[src/rtl/pwr_mode_ctrl.sv]
module pwr_mode_ctrl #(
  parameter int SETTLE_TMO = 1024,
  localparam int CW = $clog2(SETTLE_TMO + 1)
) (
  input  logic       clk,
  input  logic       rst_n,
  input  logic       pause_req,
  input  logic [1:0] pause_kind,
  input  logic       resume_req,
  input  logic       exit_req,
  input  logic [1:0] op_sel,
  input  logic       settle_done,
  input  logic       save_done,
  input  logic       restore_done,
  output logic [1:0] vcode,
  output logic [1:0] fsel,
  output logic       clk_en,
  output logic       pwr_en,
  output logic       save_req,
  output logic       restore_req,
  output logic [2:0] mode,
  output logic       settle_err
);

  localparam logic [2:0] S_OFF  = 3'd0;
  localparam logic [2:0] S_RUN  = 3'd1;
  localparam logic [2:0] S_GATE = 3'd2;
  localparam logic [2:0] S_LOWV = 3'd3;
  localparam logic [2:0] S_SUSP = 3'd4;
  localparam logic [2:0] S_WAIT = 3'd5;
  localparam logic [2:0] S_SAVE = 3'd6;
  localparam logic [2:0] S_REST = 3'd7;
  localparam logic [CW-1:0] CNT_LAST = CW'(SETTLE_TMO - 1);

  logic [2:0]    st, tgt;
  logic [1:0]    v_q, f_q;
  logic [CW-1:0] cnt;
  logic          err_q;

  function automatic logic [1:0] volt_of(input logic [1:0] f);
    return (f == 2'd0) ? 2'd3 : (f == 2'd1) ? 2'd2 : 2'd1;
  endfunction

  wire [1:0] op_n = (op_sel == 2'd3) ? 2'd2 : op_sel;

  always_ff @(posedge clk or negedge rst_n) begin
    if (!rst_n) begin
      st    <= S_OFF;
      tgt   <= S_RUN;
      v_q   <= 2'd0;
      f_q   <= 2'd0;
      cnt   <= '0;
      err_q <= 1'b0;
    end else begin
      err_q <= 1'b0;
      if (exit_req) begin
        st  <= S_OFF;
        v_q <= 2'd0;
      end else begin
        case (st)
          S_OFF, S_SUSP:
            if (resume_req) begin
              f_q <= op_n;
              v_q <= volt_of(op_n);
              tgt <= (st == S_SUSP) ? S_REST : S_RUN;
              cnt <= '0;
              st  <= S_WAIT;
            end
          S_RUN:
            if (pause_req) begin
              if (pause_kind == 2'd0) st <= S_GATE;
              else if (pause_kind == 2'd1) begin
                if (v_q == 2'd1) st <= S_LOWV;
                else begin
                  v_q <= 2'd1;
                  tgt <= S_LOWV;
                  cnt <= '0;
                  st  <= S_WAIT;
                end
              end else st <= S_SAVE;
            end else if (op_n != f_q) begin
              f_q <= op_n;
              v_q <= volt_of(op_n);
              tgt <= S_RUN;
              cnt <= '0;
              st  <= S_WAIT;
            end
          S_GATE:
            if (resume_req) st <= S_RUN;
          S_LOWV:
            if (resume_req) begin
              if (volt_of(f_q) == v_q) st <= S_RUN;
              else begin
                v_q <= volt_of(f_q);
                tgt <= S_RUN;
                cnt <= '0;
                st  <= S_WAIT;
              end
            end
          S_WAIT:
            if (settle_done) st <= tgt;
            else if (cnt == CNT_LAST) begin
              err_q <= 1'b1;
              v_q   <= 2'd0;
              st    <= S_OFF;
            end else cnt <= cnt + 1'b1;
          S_SAVE:
            if (save_done) begin
              v_q <= 2'd0;
              st  <= S_SUSP;
            end
          S_REST:
            if (restore_done) st <= S_RUN;
          default: st <= S_OFF;
        endcase
      end
    end
  end

  assign vcode       = v_q;
  assign fsel        = f_q;
  assign pwr_en      = (v_q != 2'd0);
  assign clk_en      = (st == S_RUN) || (st == S_SAVE) || (st == S_REST);
  assign save_req    = (st == S_SAVE);
  assign restore_req = (st == S_REST);
  assign mode        = st;
  assign settle_err  = err_q;

  p_gate_on_vchange_r8: assert property (@(posedge clk) disable iff (!rst_n)
    (vcode != $past(vcode)) |-> !clk_en);

  p_exit_off_r7: assert property (@(posedge clk) disable iff (!rst_n)
    exit_req |=> (mode == S_OFF && !pwr_en && !save_req));

  p_save_hold_r5: assert property (@(posedge clk) disable iff (!rst_n)
    (save_req && !save_done && !exit_req) |=> (save_req && pwr_en));

  p_restore_after_settle_r6: assert property (@(posedge clk) disable iff (!rst_n)
    $rose(restore_req) |-> ($past(mode) == S_WAIT && $past(settle_done)));

  p_err_off_r9: assert property (@(posedge clk) disable iff (!rst_n)
    settle_err |-> (mode == S_OFF && !pwr_en));

  p_wait_ignores_r10: assert property (@(posedge clk) disable iff (!rst_n)
    (mode == S_WAIT && !settle_done && !exit_req && cnt != CNT_LAST) |=> (mode == S_WAIT && $stable(vcode)));

endmodule

[config.mk]
export PLATFORM = sky130hd
export DESIGN_NAME = pwr_mode_ctrl
export DESIGN_NICKNAME = d
export VERILOG_FILES = /design/src/rtl/pwr_mode_ctrl.sv
export SDC_FILE = /design/constraint.sdc
export NUM_CORES = 1
export LEC_CHECK = 0
export BUFFER_PORTS_ARGS = -buffer_cell sky130_fd_sc_hd__buf_2
export CAP_MARGIN = 20
export CORE_UTILIZATION = 48
export DETAILED_ROUTE_END_ITERATION = 8
export PLACE_DENSITY = 0.69
export SYNTH_ARGS = -nofsm -noshare
export SYNTH_HDL_FRONTEND = slang
export SYNTH_SLANG_ARGS = --single-unit
[constraint.sdc]
create_clock -name clk -period 2.3 [get_ports clk]
set_input_delay 0.46 -clock clk [delete_from_list [all_inputs] [get_ports clk]]
set_output_delay 0.46 -clock clk [all_outputs]
set_load 0.02 [all_outputs]
==> results.json <==
{
  "fin_crit_sh_pct": 94.3,
  "maxSlewHeadroom_pct": 67.8,
  "finalSetupTns_ns": 0,
  "vias": 1515,
  "tightestPinTransition_ns": 0.483,
  "syn_avg_cell_area_um2": 8.64,
  "grt_use_met3_pct": 4.91,
  "yosys.area_share.adder_pct": 0.828,
  "cts-root-buf": "clkbuf_4",
  "syn_inst": 175,
  "synth_flop_cell": "dfrtp_1",
  "drt_iter0_markers": 84,
  "drc": 0,
  "grt_pass1_wl_um": 6580,
  "die_h_um": 58.1,
  "hp-class": "primary input to async pin",
  "fin_nets": 214,
  "clock_sinks": 21,
  "ir_worst_vdd_uv": 430,
  "synth_most_common_cell": "dfrtp_1",
  "synthMuxAreaShare_pct": 4.97,
  "grt_pass1_vias": 1396,
  "clk_latency_ns": 0.31,
  "grtUsageTotal_pct": 25.4,
  "synth_seq_area_share_pct": 34.8,
  "grt_busiest_layer": "met2",
  "cp.arrival_ns": 1.71,
  "cp-start-kind": "flip-flop",
  "cts-buffers-inserted": 3,
  "drv_slew": 0,
  "ys_warn_count": 0,
  "n_antenna_cell": 0,
  "reg2reg_depth": 6,
  "synth_fp_nets": 188,
  "critPathCaptureType": "output pin",
  "startpoint": "mode[2]",
  "drive_above_1_share_pct": 23.5,
  "synth_area_um2": 1510,
  "die_w_um": 58.1,
  "hpwl_um": 2900,
  "cts_tree": "built",
  "post_cts.repair.setup_buffers": 0,
  "final_core_util_pct": 59.9,
  "initial_utilization_pct": 52.5,
  "synth_enable_flop_cells": 0,
  "path_clk_slew_ns": 0.13,
  "fp-row-count": 19,
  "regArea_um2": 527,
  "p_per_area_nw_per_um2": 749,
  "yosys.area.top_type_share_pct": 34.8,
  "synth_compound_area_share_pct": 26.2,
  "fmax_mhz": 461,
  "cp_max_fo": 11,
  "outcome": "complete, no violations",
  "fill_cells": 255,
  "grtUsageMet2_pct": 38.8,
  "finalSetupViolations": 0,
  "worstPathRequired_ns": 1.84,
  "ys_ff_latch": 21,
  "antenna_found_initial": 0,
  "avgViaCountPerCell": 6.26,
  "rsz0062_at_grt": "false",
  "synthXorXnorAreaFrac_pct": 1.74,
  "drv_cap": 0,
  "yosys.cell_types.count": 47,
  "area_growth_pct": 14.1,
  "routedWlPerCell_um": 16.3,
  "multi_input_area_um2": 916,
  "critical_path_class": "flip-flop to output pin",
  "grt_max_degree": 22,
  "yosysTopAreaCell": "dfrtp_1",
  "synthSimpleGateAreaFrac_pct": 26.9,
  "synth_area_leaders": "dfrtp_1, nand2_1, nand4_1, a32o_1, a21oi_1",
  "htree_num_levels": 1,
  "cts_buffer_depth": 2,
  "synth_top_family_by_area": "simple AND/OR/NAND/NOR gates",
  "hold_violations": 0,
  "dieArea_um2": 3380,
  "cp-endpoint": "clk_en",
  "fin_skew_ns": 0.00237,
  "first_pass_iters": 4,
  "ff2ff_setup_slack_ns": 0.20,
  "io_buffer_count": 23,
  "routed_wl_um": 3960,
  "r2r-start": "cnt[0]",
  "grt_overflow": 0,
  "core_um2": 2880,
  "yosys-top-cells-count": "dfrtp_1, nand2_1, nand4_1",
  "async_flop_share_pct": 100,
  "r2r_end": "mode[0]",
  "cellLeakagePower_nw": 0.741,
  "drtAntennaViolNets": 0,
  "pin_count": 24,
  "grt_use_met1_pct": 36.5,
  "period_needed_ns": 2.17,
  "gp_congestion": 0.893
}
-- per-stage QoR --
step / hold slack, ns / power, mW / setup slack (ns) / cell area [um2] / instances
finish: 0.0855 / 1.29 / 0.132 / 1720 / 242
floorplan: 0.164 / 0.917 / 0.346 / 1510 / 175
CTS: 0.103 / 1.29 / 0.100 / 1720 / 242
global placement: 0.442 / 1.09 / 0.246 / 1700 / 238
global route: 0.107 / 1.38 / 0.0276 / 1720 / 242
detailed placement: 0.451 / 1.10 / 0.190 / 1700 / 238
-- cells by family after synthesis --
family / after synthesis
DFF: 21
AOI/OAI and AO/OA: 54
muxes: 7
and+or+nand+nor: 72
adders and majority gates: 1
buffers and inverters: 17
xor gates and xnor gates: 3
-- worst max-delay path, cell delays in order (launching register included) --
cell     delay, ns
dfrtp_2       0.50
buf_4         0.20
inv_1         0.21
nand2_1       0.12
o21ai_0       0.17
buf_2         0.19
-- per-layer routing --
layer	share of wire (%)	routed length, um
met3	6.9	274
met1	46	1820
met5	0	0
met2	46	1830
met4	0.76	30
-- layout make-up --
cell class,instances,share of cell area (%)
clock buffer,3,1.31
clock inverter,1,0.290
inverter,7,1.52
multi-input combinational,137,53.1
sequential,21,30.6
tap,42,3.05
timing repair buffer,31,10.2
-- worst min path at each step --
stage	slack, ns	from	cells after the start	end
3_5_place_dp	0.45	rst_n	1	cnt[1]
3_3_place_gp	0.44	rst_n	1	cnt[2]
5_1_grt	0.11	rst_n	1	cnt[1]
6_report	0.09	rst_n	1	cnt[1]
4_1_cts	0.10	rst_n	1	mode[1]
2_1_floorplan	0.16	rst_n	0	cnt[0]
-- cell usage in the layout (no fill, tap or decap), types with 2 or more instances in the layout --
cell	n
a41oi_1	2
o21ai_0	10
dfrtp_1	20
xnor2_1	3
o22ai_1	3
nand2b_1	6
and3_1	4
nor2_1	7
nand3b_1	2
nand4_1	11
a211o_1	2
nor3_1	6
or2_2	2
mux2i_1	3
a21oi_1	10
mux2_2	4
clkbuf_4	3
buf_2	23
nand2_1	19
a211oi_1	3
a32o_1	6
a21boi_1	2
buf_4	8
nand3_1	3
o2bb2ai_1	2
a22oi_1	2
o2111ai_1	3
inv_1	7
nor2b_1	3
-- state kept, by name, summed over array words and instances, names as in the netlist --
register    count
vcode           2
settle_err      1
cnt            11
fsel            2
mode            3
tgt             2
-- power by group --
group          switching (mW)  internal, mW
clock network           0.123        0.0650
registers              0.0657         0.424
logic                   0.366         0.248
total                   0.555         0.737
-- timing repair --
item,in CTS,in global routing
hold buffers,0,0
resized for setup,0,1
setup endpoints to repair,0,1
(Power assumes the default switching activity.)
